## config.mk

```make
export PLATFORM = sky130hd
export DESIGN_NAME = i2c_reg_target
export DESIGN_NICKNAME = d
export VERILOG_FILES = /design/src/rtl/i2c_tgt_pkg.sv /design/src/rtl/i2c_line_filter.sv /design/src/rtl/i2c_tgt_ctrl.sv /design/src/rtl/i2c_tgt_datapath.sv /design/src/rtl/i2c_reg_target.sv
export SDC_FILE = /design/constraint.sdc
export NUM_CORES = 1
export LEC_CHECK = 0
export ABC_CLOCK_PERIOD_IN_PS = 4200
export BUFFER_PORTS_ARGS = -buffer_cell sky130_fd_sc_hd__buf_2
export CAP_MARGIN = 5
export CORE_AREA = 2 2 199 103
export DETAILED_ROUTE_END_ITERATION = 8
export DIE_AREA = 0 0 201 105
export GPL_ROUTABILITY_DRIVEN = 0
export PLACE_DENSITY_LB_ADDON = 0.12
export SYNTH_ARGS = -nofsm -noshare
export SYNTH_HDL_FRONTEND = slang
export SYNTH_SLANG_ARGS = --single-unit
```

## constraint.sdc

```tcl
create_clock -name clk -period 4.2 [get_ports clk]
set_input_delay 0.42 -clock clk [delete_from_list [all_inputs] [get_ports clk]]
set_output_delay 0.42 -clock clk [all_outputs]
set_load 0.05 [all_outputs]
```

## src/rtl/i2c_tgt_pkg.sv

```systemverilog
package i2c_tgt_pkg;

  typedef enum logic [3:0] {
    ST_IDLE,
    ST_ADDR,
    ST_ADDR_ACK,
    ST_PTR,
    ST_PTR_ACK,
    ST_WDATA,
    ST_WDATA_ACK,
    ST_RDATA,
    ST_RACK,
    ST_IGNORE
  } busState_e;

  // strobes from control to datapath, valid for one system clock
  typedef struct packed {
    logic shiftIn;   // shift rxBit into the receive register
    logic rxBit;     // filtered SDA level
    logic loadPtr;   // received byte becomes the pointer
    logic bufPush;   // received byte goes to the pending buffer
    logic bufClear;  // drop pending writes
    logic commit;    // copy pending writes into the register file
    logic loadTx;    // load transmit register from register[pointer]
    logic shiftTx;   // advance transmit register by one bit
    logic incPtr;    // advance pointer after a read byte
  } dpCmd_t;

endpackage

```

## src/rtl/i2c_line_filter.sv

```systemverilog
module i2c_line_filter #(
  parameter int FILT_LEN = 3
) (
  input  logic clk,
  input  logic rstN,
  input  logic lineIn,
  output logic lineOut
);
  localparam int CNT_W = (FILT_LEN > 1) ? $clog2(FILT_LEN) : 1;

  logic             meta;
  logic             syncd;
  logic [CNT_W-1:0] runCnt;

  // two-flop synchronizer, then accept a new level only after it has
  // been seen for FILT_LEN consecutive clocks
  always_ff @(posedge clk or negedge rstN) begin
    if (!rstN) begin
      meta    <= 1'b1;
      syncd   <= 1'b1;
      lineOut <= 1'b1;
      runCnt  <= '0;
    end else begin
      meta  <= lineIn;
      syncd <= meta;
      if (syncd == lineOut) begin
        runCnt <= '0;
      end else if (runCnt == CNT_W'(FILT_LEN - 1)) begin
        lineOut <= syncd;
        runCnt  <= '0;
      end else begin
        runCnt <= runCnt + 1'b1;
      end
    end
  end
endmodule

```

## src/rtl/i2c_tgt_ctrl.sv

```systemverilog
module i2c_tgt_ctrl
  import i2c_tgt_pkg::*;
#(
  parameter logic [6:0] DEV_ADDR = 7'b1001001
) (
  input  logic       clk,
  input  logic       rstN,
  input  logic       sclF,
  input  logic       sdaF,
  input  logic [7:0] rxByte,
  input  logic       txBit,
  input  logic       bufFull,
  output dpCmd_t     cmd,
  output logic       sdaOe,
  output busState_e  stateOut
);
  localparam logic [3:0] BYTE_BITS = 4'd8;

  busState_e  state, stateNx;
  logic [3:0] bitCnt, bitCntNx;
  logic       ackOe, ackOeNx;
  logic       isRead, isReadNx;
  logic       moreRd, moreRdNx;
  logic       sclPrev, sdaPrev;
  logic       sclRise, sclFall, startEv, stopEv;

  assign sclRise = sclF & ~sclPrev;
  assign sclFall = ~sclF & sclPrev;
  assign startEv = sclF & sclPrev & sdaPrev & ~sdaF;
  assign stopEv  = sclF & sclPrev & ~sdaPrev & sdaF;

  always_comb begin
    stateNx  = state;
    bitCntNx = bitCnt;
    ackOeNx  = ackOe;
    isReadNx = isRead;
    moreRdNx = moreRd;
    cmd       = '0;
    cmd.rxBit = sdaF;

    if (startEv) begin
      stateNx      = ST_ADDR;
      bitCntNx     = '0;
      ackOeNx      = 1'b0;
      cmd.bufClear = 1'b1;
    end else if (stopEv) begin
      stateNx    = ST_IDLE;
      ackOeNx    = 1'b0;
      cmd.commit = 1'b1;
    end else begin
      case (state)
        ST_ADDR, ST_PTR, ST_WDATA: begin
          if (sclRise && bitCnt < BYTE_BITS) begin
            cmd.shiftIn = 1'b1;
            bitCntNx    = bitCnt + 1'b1;
          end
          if (sclFall && bitCnt == BYTE_BITS) begin
            bitCntNx = '0;
            if (state == ST_ADDR) begin
              if (rxByte[7:1] == DEV_ADDR) begin
                stateNx  = ST_ADDR_ACK;
                ackOeNx  = 1'b1;
                isReadNx = rxByte[0];
              end else begin
                stateNx = ST_IGNORE;
              end
            end else if (state == ST_PTR) begin
              cmd.loadPtr = 1'b1;
              stateNx     = ST_PTR_ACK;
              ackOeNx     = 1'b1;
            end else begin
              stateNx = ST_WDATA_ACK;
              if (!bufFull) begin
                cmd.bufPush = 1'b1;
                ackOeNx     = 1'b1;
              end
            end
          end
        end
        ST_ADDR_ACK: begin
          if (sclFall) begin
            ackOeNx = 1'b0;
            if (isRead) begin
              cmd.loadTx = 1'b1;
              stateNx    = ST_RDATA;
            end else begin
              stateNx = ST_PTR;
            end
          end
        end
        ST_PTR_ACK, ST_WDATA_ACK: begin
          if (sclFall) begin
            ackOeNx = 1'b0;
            stateNx = ST_WDATA;
          end
        end
        ST_RDATA: begin
          if (sclRise && bitCnt < BYTE_BITS) begin
            bitCntNx = bitCnt + 1'b1;
          end
          if (sclFall) begin
            if (bitCnt == BYTE_BITS) begin
              stateNx  = ST_RACK;
              bitCntNx = '0;
            end else begin
              cmd.shiftTx = 1'b1;
            end
          end
        end
        ST_RACK: begin
          if (sclRise) begin
            moreRdNx   = ~sdaF;
            cmd.incPtr = 1'b1;
          end
          if (sclFall) begin
            if (moreRd) begin
              cmd.loadTx = 1'b1;
              stateNx    = ST_RDATA;
            end else begin
              stateNx = ST_IGNORE;
            end
          end
        end
        default: ;
      endcase
    end
  end

  always_ff @(posedge clk or negedge rstN) begin
    if (!rstN) begin
      state   <= ST_IDLE;
      bitCnt  <= '0;
      ackOe   <= 1'b0;
      isRead  <= 1'b0;
      moreRd  <= 1'b0;
      sclPrev <= 1'b1;
      sdaPrev <= 1'b1;
    end else begin
      state   <= stateNx;
      bitCnt  <= bitCntNx;
      ackOe   <= ackOeNx;
      isRead  <= isReadNx;
      moreRd  <= moreRdNx;
      sclPrev <= sclF;
      sdaPrev <= sdaF;
    end
  end

  assign sdaOe    = (state == ST_RDATA) ? ~txBit : ackOe;
  assign stateOut = state;
endmodule

```

## src/rtl/i2c_tgt_datapath.sv

```systemverilog
module i2c_tgt_datapath
  import i2c_tgt_pkg::*;
#(
  parameter int         NUM_REGS  = 8,
  parameter int         BUF_DEPTH = 4,
  parameter logic [7:0] RESET_VAL = 8'h00
) (
  input  logic                  clk,
  input  logic                  rstN,
  input  dpCmd_t                cmd,
  output logic [7:0]            rxByte,
  output logic                  txBit,
  output logic                  bufFull,
  output logic [NUM_REGS*8-1:0] regFlat
);
  localparam int PTR_W = (NUM_REGS > 1) ? $clog2(NUM_REGS) : 1;
  localparam int CNT_W = $clog2(BUF_DEPTH + 1);
  localparam int IDX_W = (BUF_DEPTH > 1) ? $clog2(BUF_DEPTH) : 1;

  logic [7:0]       rxShift;
  logic [7:0]       txShift;
  logic [PTR_W-1:0] ptr;
  logic [PTR_W-1:0] bufBase;
  logic [CNT_W-1:0] bufCnt;
  logic [7:0]       bufData [BUF_DEPTH];
  logic [7:0]       regFile [NUM_REGS];
  logic [7:0]       regNext [NUM_REGS];

  function automatic logic [PTR_W-1:0] nextPtr(input logic [PTR_W-1:0] p);
    return (p == PTR_W'(NUM_REGS - 1)) ? '0 : p + 1'b1;
  endfunction

  always_ff @(posedge clk or negedge rstN) begin
    if (!rstN) begin
      rxShift <= '0;
      txShift <= '1;
      ptr     <= '0;
      bufBase <= '0;
      bufCnt  <= '0;
    end else begin
      if (cmd.shiftIn) rxShift <= {rxShift[6:0], cmd.rxBit};

      if (cmd.loadPtr) begin
        ptr     <= PTR_W'(int'(rxShift) % NUM_REGS);
        bufBase <= PTR_W'(int'(rxShift) % NUM_REGS);
      end else if (cmd.bufPush || cmd.incPtr) begin
        ptr <= nextPtr(ptr);
      end

      if (cmd.bufClear || cmd.commit || cmd.loadPtr) begin
        bufCnt <= '0;
      end else if (cmd.bufPush) begin
        bufCnt <= bufCnt + 1'b1;
      end

      if (cmd.loadTx) begin
        txShift <= regFile[ptr];
      end else if (cmd.shiftTx) begin
        txShift <= {txShift[6:0], 1'b1};
      end
    end
  end

  always_ff @(posedge clk) begin
    if (cmd.bufPush) bufData[bufCnt[IDX_W-1:0]] <= rxShift;
  end

  // commit: each register takes the last pending byte aimed at it
  always_comb begin
    for (int r = 0; r < NUM_REGS; r++) begin
      regNext[r] = regFile[r];
      if (cmd.commit) begin
        for (int k = 0; k < BUF_DEPTH; k++) begin
          if (k < int'(bufCnt) && ((int'(bufBase) + k) % NUM_REGS) == r) begin
            regNext[r] = bufData[k];
          end
        end
      end
    end
  end

  generate
    for (genvar r = 0; r < NUM_REGS; r++) begin : g_reg
      always_ff @(posedge clk or negedge rstN) begin
        if (!rstN) regFile[r] <= RESET_VAL;
        else       regFile[r] <= regNext[r];
      end
      assign regFlat[r*8 +: 8] = regFile[r];
    end
  endgenerate

  assign rxByte  = rxShift;
  assign txBit   = txShift[7];
  assign bufFull = (bufCnt == CNT_W'(BUF_DEPTH));
endmodule

```

## src/rtl/i2c_reg_target.sv

```systemverilog
module i2c_reg_target
  import i2c_tgt_pkg::*;
#(
  parameter logic [6:0] DEV_ADDR  = 7'b1001001,
  parameter int         NUM_REGS  = 8,
  parameter int         BUF_DEPTH = 4,
  parameter int         FILT_LEN  = 3,
  parameter logic [7:0] RESET_VAL = 8'h00
) (
  input  logic                  clk,
  input  logic                  rstN,
  input  logic                  sclIn,
  input  logic                  sdaIn,
  output logic                  sdaOe,
  output logic [NUM_REGS*8-1:0] regFlat
);
  logic [1:0] lineRaw;
  logic [1:0] lineFilt;
  logic       sclFilt;
  logic       sdaFilt;
  dpCmd_t     dpCmd;
  busState_e  ctrlState;
  logic [7:0] rxByte;
  logic       txBit;
  logic       bufFull;

  assign lineRaw = {sdaIn, sclIn};

  generate
    for (genvar g = 0; g < 2; g++) begin : g_line
      i2c_line_filter #(.FILT_LEN(FILT_LEN)) i_filt (
        .clk    (clk),
        .rstN   (rstN),
        .lineIn (lineRaw[g]),
        .lineOut(lineFilt[g])
      );
    end
  endgenerate

  assign sclFilt = lineFilt[0];
  assign sdaFilt = lineFilt[1];

  i2c_tgt_ctrl #(.DEV_ADDR(DEV_ADDR)) i_ctrl (
    .clk     (clk),
    .rstN    (rstN),
    .sclF    (sclFilt),
    .sdaF    (sdaFilt),
    .rxByte  (rxByte),
    .txBit   (txBit),
    .bufFull (bufFull),
    .cmd     (dpCmd),
    .sdaOe   (sdaOe),
    .stateOut(ctrlState)
  );

  i2c_tgt_datapath #(
    .NUM_REGS (NUM_REGS),
    .BUF_DEPTH(BUF_DEPTH),
    .RESET_VAL(RESET_VAL)
  ) i_dp (
    .clk    (clk),
    .rstN   (rstN),
    .cmd    (dpCmd),
    .rxByte (rxByte),
    .txBit  (txBit),
    .bufFull(bufFull),
    .regFlat(regFlat)
  );
endmodule

```

==> metrics.md <==
| Metric | Value |
|---|---|
| Status | finished clean |
| ANT cells | 0 |
| Top-area cell type share of the netlist area | between 20% and 30% |
| Post-synthesis cell count | 816 |
| Initial Utilization | 44.55% |
| CTS Buf Count | 17 |
| Dominant cells by area after synthesis | dfrtp_1 28%, edfxtp_1 11%, mux2_2 8.1%, mux2i_1 5.7%, dfstp_2 4.9% |
| Yosys reg bits | 144 |
| CTS tree | done |
| Die width | 201 microns |
| Worst-margin pin slew | 1190 ps |
| Sequential area share after synthesis | 44.16% |
| Crit path cell chain | inv_1 -> nor2_1 -> ha_1 -> inv_1 -> or3_1 -> a31oi_2 -> mux2_2 |
| H-Tree Depth | 4 |
| # port buffers | 68 |
| Total Power | around 0.0033 W |
| Commonest non-fill, non-tap cell in the layout | dfrtp_1 |
| Worst-path clk slew | 70 ps |
| NumNets Final | between 800 and 900 |
| Clk_lat worst skew | between 400 and 500 ps |
| Syn Nets | 830 |
| Yosys cell types | 67 |
| Initial antenna violation count | 0 |
| IO Count | 69 |
| Post-Syn Area | 8568 sq um |
| Critical path type | flip-flop to flip-flop |
| Crit path max fanout | 19 |
| Routed Antenna Nets | 0 |
| Final period utilization | 87.08% |
| VDD IR max | around 270 uV |
| Yosys warning count | 0 |
| Layout cells sized above 1 | 26.58% |
| CP Capture Type | flip-flop |
| Tot GR Track Use | 26.68% |
| Postcts setup bufs | 0 |
| Crit path max-delay cell type | dfrtp_1 |
| Most used cell, CP | inv_1 |
| Die area | 21110 sq um |
| Post-synth EDFFs | 32 |
| PwrDens | 346.7 nW/um^2 |
| Final HPWL DP | ~19000 microns |
| Worst setup SP type | flip-flop |
| RSZ-0062 raised after global routing | no |
| Die Y | 105 microns |
| Drt total wl | 27340 microns |
| Final min period | 3657 ps |
| Final hold vios | 0 |
| Initial DRC count | 631 |
| Fin Clk Skew | 7.965 ps |
| Routed len/inst | 24.09 microns |
| WP buf/inv | 2 |
| Cell taking the most area after synthesis | dfrtp_1 |
| Max Cap Viol | 0 |
| Final Max Tran Viols | 0 |
| Most frequent cells in the layout | 96 x dfrtp_1, 76 x nor2_1, 67 x buf_2 |
| Drt via density | 6.136 |
| Gr ovfl total | 0 |
| Clock Path Buffers | 2 |
| Fmax | 273.4 MHz |
| Site row count | 36 |
| Largest net degree at the start of global routing | a little over 60 |
| Top FF cell, synth | dfrtp_1 |
| Worst slew margin | between 20% and 30% |
| Setup tns final | 0 ps |
| CP delay by family, top | simple AND/OR/NAND/NOR gates |
| Total clock sinks | 144 |
| Final setup vio count | 0 |
| DRC Markers | 0 |
| Area grow syn2layout | 12.54% |
| Critical Path RT | 4520 ps |
| Vias in the first global route | 6609 |
| CTS hold repair buffers | 0 |
| Hold Crit Class | input pin to async pin |
| Cts repair resizes | 0 |
| Max incr delay on CP | between 700 and 800 ps |
| Vias post-DR | 6964 |
| Core ar. | 19230 sq um |
| Synth async-reset ratio | 77.78% |
| Avg Inst Size Synth | ~11 sq um |
| WP data arrival | 3980 ps |
| CTS root buffer | clkbuf_16 |
| Leakage power | ~4.3 nW |
| First-pass GRT wire length | 41360 microns |
| Pre-antenna DRT Iters | 5 |
==> layout make-up <==
type / count / area [sq um]
clock buffer: 18 / 439.2
clock inverter: 14 / 157.7
fill: 1738 / 9590
inverter: 12 / 45.04
multi-input combinational: 601 / 4452
sequential: 144 / 3784
tap: 266 / 332.8
timing repair buffer: 80 / 432.9
==> state kept, by name (all words and copies together), names as in the netlist <==
register	cells
i_dp.txShift	8
i_dp.ptr	3
g_line.i_filt.lineOut	2
i_ctrl.sclPrev	1
g_line.i_filt.runCnt	4
i_ctrl.stateOut	4
i_dp.bufData	32
g_line.i_filt.syncd	2
i_ctrl.moreRd	1
g_line.i_filt.meta	2
i_ctrl.ackOe	1
i_ctrl.isRead	1
i_ctrl.bitCnt	4
i_dp.rxByte	8
i_dp.regFlat	64
i_ctrl.sdaPrev	1
i_dp.bufBase	3
i_dp.bufCnt	3
==> report_power, final <==
part / leakage [nW] / switching (W) / total (W) / internal, W
Clock: 0.294 / 0.000676 / 0.00154 / 0.000864
Combinational: 2.17 / 0.000121 / 0.000209 / 0.0000882
Sequential: 1.80 / 0.0000823 / 0.00159 / 0.00151
==> metrics by stage <==
step | instance area (sq um) | setup slack (ps) | util (%) | hold WS (ps) | instances
finish | 9643 | 542.6 | 50.14 | 61.26 | 1135
global route | 9643 | 345.5 | 50.14 | 58.44 | 1135
CTS | 9635 | 675.8 | 50.10 | 55.51 | 1134
detailed placement | 9039 | 686.8 | 46.99 | 347.6 | 1102
global placement | 9039 | 831.2 | 46.99 | 345.6 | 1102
floorplan | 8568 | 1467 | - | 124.4 | 816
==> synthesized netlist by cell type, drive strengths merged, types with 24 or more instances <==
master   n
a21oi   32
a221oi  27
a31oi   24
buf     28
clkbuf  31
dfrtp   96
edfxtp  32
mux2    62
mux2i   49
nand2   64
nand3   27
nor2    77
o21ai   46
==> final timing paths <==
check                                 startpoint                endpoint  slack, ps  cells after the start
min reg2reg                g_line[0].i_filt.meta  g_line[0].i_filt.syncd        360                      0
max in group asynchronous                   rstN        i_dp.regFlat[15]       3190                      2
min                                         rstN          i_dp.bufCnt[0]         60                      1
min in group clk                           sclIn   g_line[0].i_filt.meta         80                      1
max reg2reg                      i_dp.bufBase[1]        i_dp.regFlat[29]        540                      7
max                              i_dp.bufBase[1]        i_dp.regFlat[29]        540                      7
==> routing by layer <==
metal  track usage (%)  share of wire [%]
met5                 0                  0
met2             36.55                 41
met4             11.43                3.5
met3             8.734                 10
met1             38.18                 45
==> cell families (layout without fill, tap and decap cells) <==
kind of cell / Yosys count / in the layout / synth area share (%)
and+or+nand+nor: 245 / 245 / 13.90
AOI/OAI and AO/OA: 209 / 209 / 17.47
DFF: 144 / 144 / 44.16
muxes: 127 / 127 / 18.08
buffers and inverters: 71 / 124 / 3.884
adders and majority gates: 12 / 12 / 1.694
xor gates and xnor gates: 8 / 8 / 0.8178
No activity file was read; power rests on OpenSTA's default activity.
